===== src/rtl/evt_pkg.sv =====
// Package: shared widths, register addresses and the timing configuration
// record used by the raster timing generator.
// Assumes every single-byte field fits in DATA_W bits.
package evt_pkg;
    parameter int DATA_W = 8;
    parameter int ADDR_W = 4;
    parameter int HTOT_W = 12;
    parameter int HPAR_W = 10;
    parameter int VTOT_W = 10;
    parameter int VPAR_W = 8;
    parameter int VOFF_W = 4;

    localparam logic [ADDR_W-1:0] A_SETTINGS = 4'h0;
    localparam logic [ADDR_W-1:0] A_HTOT_LO  = 4'h1;
    localparam logic [ADDR_W-1:0] A_HTOT_HI  = 4'h2;
    localparam logic [ADDR_W-1:0] A_HBLK_LO  = 4'h3;
    localparam logic [ADDR_W-1:0] A_HBLK_HI  = 4'h4;
    localparam logic [ADDR_W-1:0] A_HDLY_LO  = 4'h5;
    localparam logic [ADDR_W-1:0] A_HDLY_HI  = 4'h6;
    localparam logic [ADDR_W-1:0] A_HSW_LO   = 4'h7;
    localparam logic [ADDR_W-1:0] A_HSW_HI   = 4'h8;
    localparam logic [ADDR_W-1:0] A_VTOT_LO  = 4'h9;
    localparam logic [ADDR_W-1:0] A_VTOT_HI  = 4'hA;
    localparam logic [ADDR_W-1:0] A_VBLK     = 4'hB;
    localparam logic [ADDR_W-1:0] A_VDLY     = 4'hC;
    localparam logic [ADDR_W-1:0] A_VSW      = 4'hD;

    // Settings byte bit positions (software decodes these)
    localparam int B_RUN   = 0;
    localparam int B_ILACE = 1;
    localparam int B_HPOL  = 2;
    localparam int B_VPOL  = 3;
    localparam int B_VOFF  = 4;

    typedef struct packed {
        logic [HTOT_W-1:0] h_total;
        logic [HPAR_W-1:0] h_blank;
        logic [HPAR_W-1:0] h_delay;
        logic [HPAR_W-1:0] h_sync;
        logic [VTOT_W-1:0] v_total;
        logic [VPAR_W-1:0] v_blank;
        logic [VPAR_W-1:0] v_delay;
        logic [VPAR_W-1:0] v_sync;
        logic [VOFF_W-1:0] v_offset;
        logic              interlace;
        logic              vpol;
        logic              hpol;
        logic              run;
    } timing_cfg_t;
endpackage


===== src/rtl/evt_regfile.sv =====
// Shadow register file: takes byte writes and assembles the timing record.
// Wide fields are split into a low byte and a high byte at separate
// addresses. High-byte data bits beyond a field's width are dropped.
// Assumes one write per cycle; there is no read path.
module evt_regfile
    import evt_pkg::*;
(
    input  logic              clk,
    input  logic              rst_n,
    input  logic              we,
    input  logic [ADDR_W-1:0] addr,
    input  logic [DATA_W-1:0] wdata,
    output timing_cfg_t       shadow
);
    localparam int HTOT_HI_W = HTOT_W - DATA_W;
    localparam int HPAR_HI_W = HPAR_W - DATA_W;
    localparam int VTOT_HI_W = VTOT_W - DATA_W;

    // Purpose: update the addressed shadow field on a write strobe
    always_ff @(posedge clk) begin
        if (!rst_n) begin
            shadow <= '0;
        end else if (we) begin
            case (addr)
                A_SETTINGS: begin
                    shadow.run       <= wdata[B_RUN];
                    shadow.interlace <= wdata[B_ILACE];
                    shadow.hpol      <= wdata[B_HPOL];
                    shadow.vpol      <= wdata[B_VPOL];
                    shadow.v_offset  <= wdata[B_VOFF +: VOFF_W];
                end
                A_HTOT_LO: shadow.h_total[DATA_W-1:0]      <= wdata;
                A_HTOT_HI: shadow.h_total[HTOT_W-1:DATA_W] <= wdata[HTOT_HI_W-1:0];
                A_HBLK_LO: shadow.h_blank[DATA_W-1:0]      <= wdata;
                A_HBLK_HI: shadow.h_blank[HPAR_W-1:DATA_W] <= wdata[HPAR_HI_W-1:0];
                A_HDLY_LO: shadow.h_delay[DATA_W-1:0]      <= wdata;
                A_HDLY_HI: shadow.h_delay[HPAR_W-1:DATA_W] <= wdata[HPAR_HI_W-1:0];
                A_HSW_LO:  shadow.h_sync[DATA_W-1:0]       <= wdata;
                A_HSW_HI:  shadow.h_sync[HPAR_W-1:DATA_W]  <= wdata[HPAR_HI_W-1:0];
                A_VTOT_LO: shadow.v_total[DATA_W-1:0]      <= wdata;
                A_VTOT_HI: shadow.v_total[VTOT_W-1:DATA_W] <= wdata[VTOT_HI_W-1:0];
                A_VBLK:    shadow.v_blank                  <= wdata[VPAR_W-1:0];
                A_VDLY:    shadow.v_delay                  <= wdata[VPAR_W-1:0];
                A_VSW:     shadow.v_sync                   <= wdata[VPAR_W-1:0];
                default: ;
            endcase
        end
    end
endmodule


===== src/rtl/evt_scan.sv =====
// Raster scanner: pixel and line counters, the working copy of the timing
// record and the field flag. The working copy follows the shadow while
// idle and is reloaded only at the frame-end cycle while running.
// Assumes totals of at least 1.
module evt_scan
    import evt_pkg::*;
(
    input  logic              clk,
    input  logic              rst_n,
    input  timing_cfg_t       shadow,
    output timing_cfg_t       act,
    output logic              run,
    output logic [HTOT_W-1:0] h_cnt,
    output logic [VTOT_W-1:0] v_cnt,
    output logic              odd_field
);
    logic h_last;
    logic v_last;

    // Purpose: running needs both the written and the working run bits
    assign run    = shadow.run & act.run;
    assign h_last = (h_cnt >= act.h_total - 1'b1);
    assign v_last = (v_cnt >= act.v_total - 1'b1);

    // Purpose: advance the counters, reload the working set at frame end
    always_ff @(posedge clk) begin
        if (!rst_n) begin
            h_cnt     <= '0;
            v_cnt     <= '0;
            odd_field <= 1'b0;
            act       <= '0;
        end else if (!run) begin
            h_cnt     <= '0;
            v_cnt     <= '0;
            odd_field <= 1'b0;
            act       <= shadow;
        end else if (h_last) begin
            h_cnt <= '0;
            if (v_last) begin
                v_cnt     <= '0;
                act       <= shadow;
                odd_field <= shadow.interlace ? ~odd_field : 1'b0;
            end else begin
                v_cnt <= v_cnt + 1'b1;
            end
        end else begin
            h_cnt <= h_cnt + 1'b1;
        end
    end

    AST_IDLE_ZERO: assert property (@(posedge clk) disable iff (!rst_n)
        !run |=> (h_cnt == '0 && v_cnt == '0));
    AST_H_STEP: assert property (@(posedge clk) disable iff (!rst_n)
        run && !h_last |=> h_cnt == $past(h_cnt) + 1'b1);
    AST_V_HOLD: assert property (@(posedge clk) disable iff (!rst_n)
        run && !h_last |=> $stable(v_cnt));
    AST_CFG_FROZEN: assert property (@(posedge clk) disable iff (!rst_n)
        run && !(h_last && v_last) |=> $stable(act));
    AST_FIELD_PROG: assert property (@(posedge clk) disable iff (!rst_n)
        !act.interlace |-> !odd_field);
endmodule


===== src/rtl/evt_decode.sv =====
// Output decode: turns the counter position and the working timing record
// into sync, data-enable and field levels, and registers all of them.
// Assumes delay >= sync width and blank >= delay, as software guarantees.
module evt_decode
    import evt_pkg::*;
(
    input  logic              clk,
    input  logic              rst_n,
    input  logic              run,
    input  timing_cfg_t       act,
    input  logic [HTOT_W-1:0] h_cnt,
    input  logic [VTOT_W-1:0] v_cnt,
    input  logic              odd_field,
    output logic              hsync_o,
    output logic              vsync_o,
    output logic              de_o,
    output logic              field_o
);
    logic [HTOT_W-1:0] h_act_end;
    logic [VTOT_W-1:0] v_act_end;
    logic [VTOT_W-1:0] v_first;
    logic              h_on;
    logic              v_on;
    logic              h_act;
    logic              v_act;

    // Purpose: window edges derived from total, blank and delay
    always_comb begin
        h_act_end = act.h_total - HTOT_W'(act.h_blank) + HTOT_W'(act.h_delay);
        v_act_end = act.v_total - VTOT_W'(act.v_blank) + VTOT_W'(act.v_delay);
        v_first   = odd_field ? VTOT_W'(act.v_offset) : '0;
        h_on      = (h_cnt < HTOT_W'(act.h_sync));
        v_on      = (v_cnt >= v_first) && (v_cnt < v_first + VTOT_W'(act.v_sync));
        h_act     = (h_cnt >= HTOT_W'(act.h_delay)) && (h_cnt < h_act_end);
        v_act     = (v_cnt >= VTOT_W'(act.v_delay)) && (v_cnt < v_act_end);
    end

    // Purpose: register the outputs, idling at inactive levels when stopped
    always_ff @(posedge clk) begin
        if (!rst_n) begin
            hsync_o <= 1'b1;
            vsync_o <= 1'b1;
            de_o    <= 1'b0;
            field_o <= 1'b0;
        end else if (!run) begin
            hsync_o <= ~act.hpol;
            vsync_o <= ~act.vpol;
            de_o    <= 1'b0;
            field_o <= 1'b0;
        end else begin
            hsync_o <= ~(h_on ^ act.hpol);
            vsync_o <= ~(v_on ^ act.vpol);
            de_o    <= h_act & v_act;
            field_o <= odd_field;
        end
    end
endmodule


===== src/rtl/ext_video_timing.sv =====
// Top: programmable raster timing generator. Byte-wide register writes
// fill a shadow set; the scanner and decoder produce registered sync,
// data-enable and field outputs from the working set.
// Assumes a single clock domain for register writes and pixels.
module ext_video_timing
    import evt_pkg::*;
(
    input  logic              clk,
    input  logic              rst_n,
    input  logic              cfg_we,
    input  logic [ADDR_W-1:0] cfg_addr,
    input  logic [DATA_W-1:0] cfg_wdata,
    output logic              hsync_o,
    output logic              vsync_o,
    output logic              de_o,
    output logic              field_o
);
    timing_cfg_t       shadow;
    timing_cfg_t       act;
    logic              run;
    logic [HTOT_W-1:0] h_cnt;
    logic [VTOT_W-1:0] v_cnt;
    logic              odd_field;

    evt_regfile u_regs (
        .clk    (clk),
        .rst_n  (rst_n),
        .we     (cfg_we),
        .addr   (cfg_addr),
        .wdata  (cfg_wdata),
        .shadow (shadow)
    );

    evt_scan u_scan (
        .clk       (clk),
        .rst_n     (rst_n),
        .shadow    (shadow),
        .act       (act),
        .run       (run),
        .h_cnt     (h_cnt),
        .v_cnt     (v_cnt),
        .odd_field (odd_field)
    );

    evt_decode u_dec (
        .clk       (clk),
        .rst_n     (rst_n),
        .run       (run),
        .act       (act),
        .h_cnt     (h_cnt),
        .v_cnt     (v_cnt),
        .odd_field (odd_field),
        .hsync_o   (hsync_o),
        .vsync_o   (vsync_o),
        .de_o      (de_o),
        .field_o   (field_o)
    );

    AST_IDLE_NO_DE: assert property (@(posedge clk) disable iff (!rst_n)
        !shadow.run |=> !de_o && !field_o);
endmodule


===== config.mk =====
export PLATFORM = sky130hd
export DESIGN_NAME = ext_video_timing
export DESIGN_NICKNAME = d
export VERILOG_FILES = /design/src/rtl/evt_pkg.sv /design/src/rtl/evt_regfile.sv /design/src/rtl/evt_scan.sv /design/src/rtl/evt_decode.sv /design/src/rtl/ext_video_timing.sv
export SDC_FILE = /design/constraint.sdc
export NUM_CORES = 1
export LEC_CHECK = 0
export BUFFER_PORTS_ARGS = -buffer_cell sky130_fd_sc_hd__buf_2
export CORE_ASPECT_RATIO = 1.25
export CORE_UTILIZATION = 59
export DETAILED_ROUTE_END_ITERATION = 6
export PLACE_DENSITY = 0.75
export SETUP_SLACK_MARGIN = 0.15
export SLEW_MARGIN = 20
export SYNTH_ARGS = -nofsm -noshare
export SYNTH_HDL_FRONTEND = slang
export SYNTH_HIERARCHICAL = 1
export SYNTH_SLANG_ARGS = --single-unit

===== constraint.sdc =====
create_clock -name clk -period 8.2 [get_ports clk]
set_clock_uncertainty 0.05 [all_clocks]
set_input_delay 1.64 -clock clk [delete_from_list [all_inputs] [get_ports clk]]
set_output_delay 1.64 -clock clk [all_outputs]
set_load 0.01 [all_outputs]

== Word level (Yosys, flattened, before mapping) ==
Index checks and enable logic that the tools add are counted.

* Equality and inequality tests: 15
* Reduce and logical (&&, ||, !) cells: 22
* Muxes and demuxes: 8
* Bitwise logic cells: 11
* Add/subtract/negate cells: 9
* $lt $le $gt $ge: 9

{| class="wikitable"
|+ Operator list
! operator !! count
|-
| $mux 84 || 3
|-
| $reduce_and 2->1 || 17
|-
| $eq 4x4->1 const B || 6
|-
| $add 10x8->10 || 2
|-
| $ge 10x10->1 || 2
|-
| $lt 10x10->1 || 2
|-
| $eq 4x3->1 const B || 4
|-
| $add 12x1->12 const B || 1
|-
| $add 12x10->12 || 1
|-
| $ge 12x10->1 || 1
|-
| $ge 12x12->1 || 1
|-
| $lt 12x10->1 || 1
|-
| $lt 12x12->1 || 1
|-
| $sub 12x1->12 const B || 1
|-
| $sub 12x10->12 || 1
|-
| $add 10x1->10 const B || 1
|-
| $ge 10x8->1 || 1
|-
| $mux 10 || 1
|-
| $sub 10x1->10 const B || 1
|-
| $sub 10x8->10 || 1
|-
| $eq 4x2->1 const B || 2
|-
| $not 1->1 || 7
|-
| $eq 4x1->1 const B || 1
|-
| $logic_not 4->1 || 1
|-
| other kinds (7) || 14
|}

* Flip-flop bits (word level): 194
* Output and inout port bits: 4

== Depth between registers and ports, before layout ==
Gate-level depths: netlist (run 1).

* Depth in word-level cells: 7
* Mapped depth: 17
* Depth with buffers taken out: 17

== By module ==
The synthesis (run 1) kept the hierarchy.

{| class="wikitable"
|+ Modules (own cells, without submodules)
! module !! area each (µm²) !! seq. area each (µm²) !! cells an instance !! instances
|-
| evt_scan || 5171.2 || 2142.1 || 579 || 1
|-
| evt_decode || 3203.1 || 80.1 || 414 || 1
|-
| evt_regfile || 3079.2 || 1681.6 || 298 || 1
|}

== Least setup slack after synthesis (run 1) ==
Ideal clock, no wire load.

* Path kind: flip-flop to flip-flop
* From: register u_scan/act[17] (netlist name)
* To: register u_dec.de_o
* Slack: 4659 ps
* Stages on the path, launching flop included: 16
* Buffers on the path: 0
* Setup time: 91 ps
* Arrival: 3400 ps
* Data required time: 8059 ps
* Cells stage by stage: dfxtp_1 inv_1 fa_1 inv_1 ha_1 a21oi_1 o22ai_1 o41ai_4 mux2i_1 a2111oi_0 ha_1 and4_1 a22oi_1 o2111ai_1 a21oi_1 nor4bb_1

* Cells in the longest elaborated chain, start to end: 4
* Elaborated cells between the ends (all ways): 5

{| class="wikitable"
|+ Ends and longest elaborated chain
! item !! line !! source
|-
| $add 10x8->10 || evt_decode.sv:30 || <nowiki>v_act_end = act.v_total - VTOT_W'(act.v_blank) + VTOT_W'(act.v_delay);</nowiki>
|-
| $lt 10x10->1 || evt_decode.sv:35 || <nowiki>v_act = (v_cnt >= VTOT_W'(act.v_delay)) && (v_cnt < v_act_end);</nowiki>
|-
| $logic_and 1x1->1 (*) || evt_decode.sv:35 ||
|-
| $and 1x1->1 (*) || evt_decode.sv:53 || <nowiki>de_o <= h_act & v_act;</nowiki>
|-
| end signal: assignment || evt_decode.sv:53 ||
|-
| end: declaration || evt_decode.sv:16 || <nowiki>output logic de_o,</nowiki>
|}

Mark *: on every way between the ends. The rest lies on a longest branch, timed or not.
A chain may end at the register's enable or synchronous reset.

== Worst setup path in the final report (run 1) ==
* From: register u_scan/act[77] (netlist name)
* To: register u_scan/act[54] (netlist name)

* Cells in the longest elaborated chain, start to end: 4

{| class="wikitable"
|+ Ends and longest elaborated chain
! item !! line !! source
|-
| $sub 12x1->12 || evt_scan.sv:22 || <nowiki>assign h_last = (h_cnt >= act.h_total - 1'b1);</nowiki>
|-
| $ge 12x12->1 || evt_scan.sv:22 ||
|-
| $ne 2x2->1 (no line) || - ||
|-
| $reduce_and 2->1 (no line) || - ||
|}

Every way passes these cells.

==> results of run 1 <==
[cell type report]
class | instances | area, um2
Multi-Input combinational cell | 935 | 6780
Fill cell | 1541 | 6740
Sequential cell | 194 | 3880
Clock buffer | 18 | 439
Inverter | 107 | 402
Tap cell | 232 | 290
Clock inverter | 14 | 180
Timing Repair Buffer | 22 | 126
[worst max-delay path, delay by kind of cell (launching register included)]
family,cells,cell delay [ns]
fa+ha+maj,1,0.27
compound gates,4,1.19
mux,1,0.28
buf+inv,2,1.17
xor+xnor,1,0.17
flops,1,0.36
simple gates,4,1.12
[state kept, by name, summed over array words and instances (netlist names)]
register          flops
u_dec/vsync_o         1
u_scan/h_cnt         12
u_regs/shadow        84
u_dec/hsync_o         1
u_dec/field_o         1
u_scan/act           83
u_scan/odd_field      1
u_dec/de_o            1
u_scan/v_cnt         10
[stage by stage]
step / instances / power [mW]
floorplan: 1287 / 1.08
global placement: 1490 / 1.11
detailed placement: 1490 / 1.12
CTS: 1522 / 1.95
global route: 1522 / 2.00
finish: 1522 / 1.93
[layer usage]
layer / global-route usage [%] / share of wire [%] / up-vias
li1: - / - / 4298
met4: 8.55 / 1.8 / 0
met3: 3.06 / 4.1 / 32
met5: 0 / 0 / -
met2: 37.0 / 43 / 164
met1: 36.4 / 51 / 3852
[worst max-delay path by stage]
stage / start / to / slack, ns / cells after the start
2_1_floorplan: u_scan/act[17] / u_dec/de_o / 4.66 / 15
3_3_place_gp: u_scan/act[74] / u_scan/act[52] / 3.64 / 13
3_5_place_dp: u_scan/act[74] / u_scan/act[64] / 3.58 / 13
4_1_cts: u_scan/act[74] / u_scan/act[54] / 3.50 / 13
5_1_grt: u_scan/act[74] / u_scan/act[68] / 3.06 / 13
6_report: u_scan/act[77] / u_scan/act[54] / 3.45 / 13
[power groups by stage]
stage	Clock [mW]	Combinational, mW	Sequential [mW]
detailed placement	0	0.139	0.977
CTS	0.855	0.139	0.955
global route	0.893	0.154	0.956
finish	0.837	0.139	0.955
floorplan	0	0.106	0.975
global placement	0	0.136	0.977
==> impl_metrics.toml, run 1 <==
[final_layout]
layout_common_cells = "nand2_1, dfxtp_1, mux2i_1"
nNetsFinal = 1422
n_antenna_cell = 0
final_common_cell = "nand2_1"
fin_util_pct = 64.2
drive_above_1_share_pct = 5.74
fin_area_um2 = 12100
syn2layout_area_growth_pct = 6.03

[sta]
final.setup.worst_slack_ns = 3.45
period_needed_ns = 4.75
tns_ns = 0
maxSlewViolCount = 0
rsz0062_at_grt = "no"
max-slew-margin-rel_pct = 37.5
fin_hold_ws_ns = 0.409
hold_viol = 0
worst_pin_slew_ns = 0.938
max_freq_ghz = 0.211
setup-violations-final = 0
final.period_utilization_pct = 57.9

[hold_path]
hold_depth = 2
whs_endpoint = "u_scan/act[83]"
hp-start = "u_regs/shadow[83]"
hp-class = "flop to flop"

[power_and_ir_drop]
p_sw_share_pct = 26.1
combPwrFrac_pct = 7.2
leakagePower_nw = 4.86
seqPwrFrac_pct = 49.5
pwr-share-clk_pct = 43.3
switchingPower_mw = 0.504
internal-power_mw = 1.43
ir_worst_vdd_mv = 0.139
power_density_nw_per_um2 = 160

[grt]
grt_usage_pct = 24.7
grt_antenna_before_repair = 0
grt_first_pass_wirelength_um = 38700
gr-total-overflow = 0
grt_start_max_net_pins = 101
grt_pass1_vias = 7534

[yosys]
netlist_area_um2 = 11400
synth_area_per_cell_um2 = 8.87
synthCells = 1287
synth_fp_nets = 1432
yosys_warnings = 6

[setup_path]
r2r_cells = 13
cp.required_ns = 8.50
r2r_setup_slack_ns = 3.45
slowest_delay_ns = 0.80
crit_fanout = 58
timing.rr.start = "u_scan/act[77]"
r2r_end = "u_scan/act[54]"
critPathKind = "flop to flop"
start_kind = "flop"
arrival_ns = 5.05
crit_slowest_cell = "buf_4"
crit_chain = "nor4_1 -> nand2_1 -> nor4_1 -> xnor2_1 -> ha_1 -> a211oi_1 -> o22ai_1 -> a31oi_1 -> nand2_2 -> a21boi_4 -> buf_4 -> buf_4 -> mux2i_1"
crit_path_end_kind = "flop"

[place]
place_ws_ns = 3.58
finalWeightedCongestion = 0.862
dp_hpwl_um = 17700
dpl_cell_area_um2 = 11500
numPortBuffers = 18

[clock_network]
cts_tree = "done"
clkTransAtPathRegs_ns = 0.08
htree_levels = 4
clock_latency_ns = 0.44
clock_sinks = 194
numCtsBuffers = 17
cts_hold_buffers = 0
cts_buffer_depth = 2
cts-root-buf = "clkbuf_16"
cts_setup_buffers = 0
post_cts_resized = 0

[job]
max_cap_violations = 0

[route]
drt-initial-drc-count = 509
wirelength_um = 23800
first_pass_iters = 5
vias = 8346
wl_per_cell_um = 15.6
ant_nets = 0
drc = 0
vias_per_cell = 5.48

[floorplanning]
die_h_um = 158
rows = 56
core_area_um2 = 18800
die_x_um = 126
dieArea_um2 = 19900
start_util_pct = 60.6
io_pins = 19

[outcome]
status = "completed"
No activity file was read; power rests on OpenSTA's default activity.
==> run 2, diff against run 1 <==
- clock period: 8.2 -> 4.95 ns (I/O delays scaled with it)
==> run 2 against run 1 <==
Sequential share of layout area is 0.14 points lower. Critical path type unchanged. Largest cell class unchanged. Power up 69%. Sequential power rose by 65%. Critical endpoint is now u_dec/de_o. Highest routed layer unchanged. Worst setup slack worse by 2.6 ns.
==> impl_metrics.toml, run 2 (same netlist as run 1, synthesis figures left out) <==
[route]
drc = 0
wirelength_um = 24300
vias = 8472
vias_per_cell = 5.56
first_pass_iters = 5
ant_nets = 0
drt-initial-drc-count = 538
wl_per_cell_um = 16.0

[clock_network]
clkTransAtPathRegs_ns = 0.08
cts_setup_buffers = 0
cts_tree = "done"
cts_buffer_depth = 2
post_cts_resized = 0
cts_hold_buffers = 0
numCtsBuffers = 17
clock_sinks = 194
clock_latency_ns = 0.44
cts-root-buf = "clkbuf_16"
htree_levels = 4

[power_and_ir_drop]
ir_worst_vdd_mv = 0.269
fin_total_pwr_mw = 3.26
leakagePower_nw = 4.88
power_density_nw_per_um2 = 269

[sta]
final.period_utilization_pct = 82.1
period_needed_ns = 4.06
tns_ns = 0
hold_viol = 0
maxSlewViolCount = 0
worst_pin_slew_ns = 0.860
max_freq_ghz = 0.246
rsz0062_at_grt = "no"
setup-violations-final = 0
max-slew-margin-rel_pct = 42.6

[setup_path]
crit_start = "u_scan/act[17]"
crit_fanout = 3
r2r_cells = 15
cp.required_ns = 5.24
timing.rr.start = "u_scan/act[17]"
crit_end = "u_dec/de_o"
crit_path_end_kind = "flop"
start_kind = "flop"
critPathKind = "flop to flop"
r2r_setup_slack_ns = 0.89
arrival_ns = 4.36
r2r_end = "u_dec/de_o"

[final_layout]
drive_above_1_share_pct = 5.88
largest_register = "u_regs/shadow"
top_regs = "u_regs/shadow x84, u_scan/act x83, u_scan/h_cnt x12"
n_antenna_cell = 0
final_common_cell = "nand2_1"
largest_register_ffs = 84
layout_common_cells = "nand2_1, dfxtp_1, mux2i_1"
fillCellCount = 1527
syn2layout_area_growth_pct = 6.49
nNetsFinal = 1424

[floorplanning]
die_h_um = 158
dieArea_um2 = 19900
core_area_um2 = 18800
io_pins = 19
rows = 56
die_x_um = 126
start_util_pct = 60.6

[place]
dp_hpwl_um = 17500
numPortBuffers = 18
finalWeightedCongestion = 0.858

[grt]
grt_first_pass_wirelength_um = 39700
grt_usage_pct = 25.5
grt_pass1_vias = 7933
grt_antenna_before_repair = 0
gr-total-overflow = 0
grt_start_max_net_pins = 120

[job]
max_cap_violations = 0

[hold_path]
hp-class = "flop to flop"

[outcome]
status = "completed"
-- run 2: cell types whose count changed in the layout (fill, tap and decap cells not counted) --
| cell | before | now |
|---|---|---|
| buf_12 | 0 | 2 |
| bufinv_16 | 0 | 1 |
| clkbuf_8 | 1 | 0 |
| clkinv_8 | 6 | 5 |
| clkinvlp_4 | 0 | 1 |
| inv_6 | 4 | 2 |
| inv_8 | 2 | 4 |
-- run 2: layout make-up --
| type | count | area (um2) | share of cell area (%) |
|---|---|---|---|
| clock buffer | 17 | 425 | 3.50 |
| clock inverter | 15 | 206 | 1.70 |
| inverter | 107 | 402 | 3.30 |
| multi-input combinational | 935 | 6780 | 55.8 |
| sequential | 194 | 3880 | 31.9 |
| tap | 232 | 290 | 2.39 |
| timing repair buffer | 24 | 166 | 1.37 |
-- run 2: through the flow --
stage | instance area, um2 | cells | worst slack, ns | utilization (%) | hold slack, ns
after floorplan | 11400 | 1287 | 1.41 | - | 0.383
after global placement | 11500 | 1492 | 1.12 | 61.1 | 0.390
after detailed placement | 11500 | 1492 | 0.885 | 61.1 | 0.394
after CTS | 12200 | 1524 | 0.863 | 64.5 | 0.405
after global routing | 12200 | 1524 | 0.613 | 64.5 | 0.418
final | 12200 | 1524 | 0.887 | 64.5 | 0.407
-- run 2: per-layer routing --
metal / GRT usage (%) / vias to the layer above / wire length, um
met3: 3.16 / 40 / 741
li1: - / 4300 / -
met5: 0 / - / 0
met1: 35.3 / 3986 / 12200
met4: 8.84 / 0 / 490
met2: 41.1 / 146 / 10900
-- run 2: worst min-delay path by stage --
stage	from	endpoint	slack (ns)	cells after the start
6_report	u_regs/shadow[48]	u_scan/act[48]	0.41	2
5_1_grt	u_regs/shadow[76]	u_scan/act[76]	0.42	2
4_1_cts	u_regs/shadow[1]	u_scan/act[1]	0.41	2
3_5_place_dp	u_regs/shadow[57]	u_scan/act[57]	0.39	2
3_3_place_gp	u_regs/shadow[43]	u_scan/act[43]	0.39	2
2_1_floorplan	u_scan/act[4]	u_scan/act[4]	0.38	2
-- run 2: critical path: stages, from the launching register on --
cell	delay (ns)
dfxtp_1	0.33
inv_1	0.07
fa_1	0.59
inv_1	0.06
ha_1	0.29
a21oi_1	0.23
o22ai_1	0.19
o41ai_4	0.30
mux2i_1	0.12
a2111oi_0	0.46
ha_1	0.33
and4_1	0.22
a22oi_1	0.20
o2111ai_1	0.17
a21oi_1	0.15
nor4bb_1	0.22
-- run 2: report_power, final --
part | switching (mW) | total [mW] | leakage, nW | internal (mW)
logic | 0.144 | 0.233 | 3.01 | 0.0883
registers | 0.00922 | 1.58 | 1.56 | 1.57
clock network | 0.710 | 1.45 | 0.303 | 0.740
total | 0.864 | 3.26 | 4.88 | 2.40
==> run 3, diff against run 2 <==
- ABC_AREA: default -> 1
- CORE_UTILIZATION: 59 -> 58
- PLACE_DENSITY: 0.75 -> 0.77
- clock period: 4.95 -> 3.55 ns (I/O delays scaled with it)
==> run 3 against run 2 <==
The run now ends with design-rule violations left. Via count up 35%. Wire length up 21%. Utilization down 0.86 points. Largest power group unchanged. Non-clock buffer count rose by 21. Maximum frequency increased by 27%. Sequential share of layout area is 3.5 points lower. Final cell count increased by 45%. First-iteration DRC count rose by 80%. Register-to-register slack worse by 0.53 ns. Area after synthesis up 11%. Sequential power increased by 41%.
==> impl_metrics.toml, run 3 <==
[final_layout]
drive_above_1_share_pct = 5.66
nNetsFinal = 2057
n_antenna_cell = 0
largest_register_ffs = 84
largest_register = "u_regs/shadow"
syn2layout_area_growth_pct = 8.12
final_common_cell = "nand2_1"
layout_common_cells = "nand2_1, nor2_1, inv_1"
top_regs = "u_regs/shadow x84, u_scan/act x83, u_scan/h_cnt x12"

[sta]
final.period_utilization_pct = 89.8
maxSlewViolCount = 0
period_needed_ns = 3.19
tns_ns = 0
fin_hold_ws_ns = 0.425
max-slew-margin-rel_pct = 43.4
max_freq_ghz = 0.314
rsz0062_at_grt = "no"
worst_pin_slew_ns = 0.846
setup-violations-final = 0
hold_viol = 0

[setup_path]
critPathKind = "flop to flop"
crit_end = "u_dec/de_o"
r2r_cells = 19
crit_start = "u_scan/act[58]"
crit_fanout = 5
cp.required_ns = 3.83
timing.rr.start = "u_scan/act[58]"
r2r_end = "u_dec/de_o"
start_kind = "flop"
crit_path_end_kind = "flop"
r2r_setup_slack_ns = 0.36
arrival_ns = 3.46

[grt]
grt_usage_pct = 26.8
grt_first_pass_wirelength_um = 49000
grt_start_max_net_pins = 163
grt_antenna_before_repair = 0
gr-total-overflow = 0
grt_pass1_vias = 10500

[hold_path]
hp-class = "flop to flop"

[outcome]
status = "complete, but fails checks"
failed_checks = "design-rule violations"

[place]
finalWeightedCongestion = 0.879
dp_hpwl_um = 20900
numPortBuffers = 18

[power_and_ir_drop]
ir_worst_vdd_mv = 0.319
power_density_nw_per_um2 = 348
leakagePower_nw = 7.01

[clock_network]
htree_levels = 4
clock_latency_ns = 0.44
clock_sinks = 194
cts_tree = "done"
numCtsBuffers = 17
cts-root-buf = "clkbuf_16"
cts_buffer_depth = 2
clkTransAtPathRegs_ns = 0.08

[floorplanning]
core_area_um2 = 21500
die_x_um = 134
io_pins = 19
dieArea_um2 = 22400
die_h_um = 167
start_util_pct = 58.9
rows = 60

[route]
drt-initial-drc-count = 967
vias_per_cell = 5.18
wl_per_cell_um = 13.4
drc = 1
first_pass_iters = 7
ant_nets = 0
vias = 11400
wirelength_um = 29500

[job]
max_cap_violations = 0

[yosys]
yosys_warnings = 6
synth_fp_nets = 2067
netlist_area_um2 = 12600
synth_area_per_cell_um2 = 6.57
synthCells = 1922
==> run 3: changes by cell type in the layout (fill, tap and decap cells not counted), moves of 22 or more <==
cell	delta
o21ai_0	-22
a21oi_1	+87
nor2_1	+272
mux2i_1	-168
nand2_1	+145
inv_1	+207
nand3_1	+157
==> run 3: power breakdown <==
| group | total (mW) | internal, mW | switching (mW) |
|---|---|---|---|
| logic | 0.558 | 0.203 | 0.355 |
| registers | 2.23 | 2.21 | 0.0233 |
| clock network | 1.97 | 0.982 | 0.989 |
| total | 4.76 | 3.39 | 1.37 |
==> run 3: worst min path at each step <==
| stage | from | depth (start not counted) | slack, ns | end |
|---|---|---|---|---|
| 5_1_grt | u_regs/shadow[47] | 2 | 0.46 | u_regs/shadow[47] |
| 6_report | u_regs/shadow[0] | 2 | 0.43 | u_scan/act[0] |
| 3_3_place_gp | u_regs/shadow[0] | 2 | 0.40 | u_scan/act[0] |
| 4_1_cts | u_regs/shadow[0] | 2 | 0.42 | u_scan/act[0] |
| 2_1_floorplan | u_regs/shadow[0] | 2 | 0.37 | u_scan/act[0] |
| 3_5_place_dp | u_regs/shadow[0] | 2 | 0.40 | u_scan/act[0] |
==> run 3: per-stage QoR <==
stage / instances / area [um2] / util (%) / power, mW / setup WS (ns)
after global routing: 2204 / 13700 / 63.6 / 4.95 / 0.155
after detailed placement: 2165 / 12900 / 60.3 / 2.83 / 0.282
after CTS: 2197 / 13600 / 63.2 / 4.79 / 0.257
after global placement: 2165 / 12900 / 60.3 / 2.82 / 0.397
final: 2204 / 13700 / 63.6 / 4.76 / 0.361
after floorplan: 1922 / 12600 / - / 2.70 / 0.582
==> run 3: critical path, stage by stage (launching register included) <==
cell and delay, ns:
dfxtp_1 0.34, inv_1 0.07, fa_1 0.54, inv_1 0.04
ha_1 0.38, nand2_1 0.11, nand2_1 0.06, a31oi_1 0.14
nand2_1 0.11, nand2_1 0.09, nand2_1 0.05, nand2_1 0.06
nand2_1 0.04, ha_1 0.28, nand2_1 0.05, inv_1 0.07
nand3_1 0.09, or2_2 0.31, a21oi_2 0.11, nor3_1 0.07
==> run 3: repair_timing <==
action / 4_1_cts / 5_1_grt
gates resized for setup: 0 / 15
setup buffers: 0 / 6
endpoints found under the setup margin: 0 / 82
hold buffers: 0 / 0
==> run 3: per-layer routing <==
layer  GRT usage [%]  vias to the layer above  wire length (um)
met4            9.97                        0               841
met2            43.0                      287             13500
met1            36.8                     5138             13900
met3            3.11                       48              1270
met5               0                        -                 0
li1                -                     5948                 -
==> run 3: layout make-up <==
type / instances / area (um2)
fill: 1996 / 7810
clock buffer: 18 / 439
clock inverter: 14 / 185
sequential: 194 / 3890
timing repair buffer: 45 / 383
tap: 279 / 349
multi-input combinational: 1332 / 7210
inverter: 322 / 1210
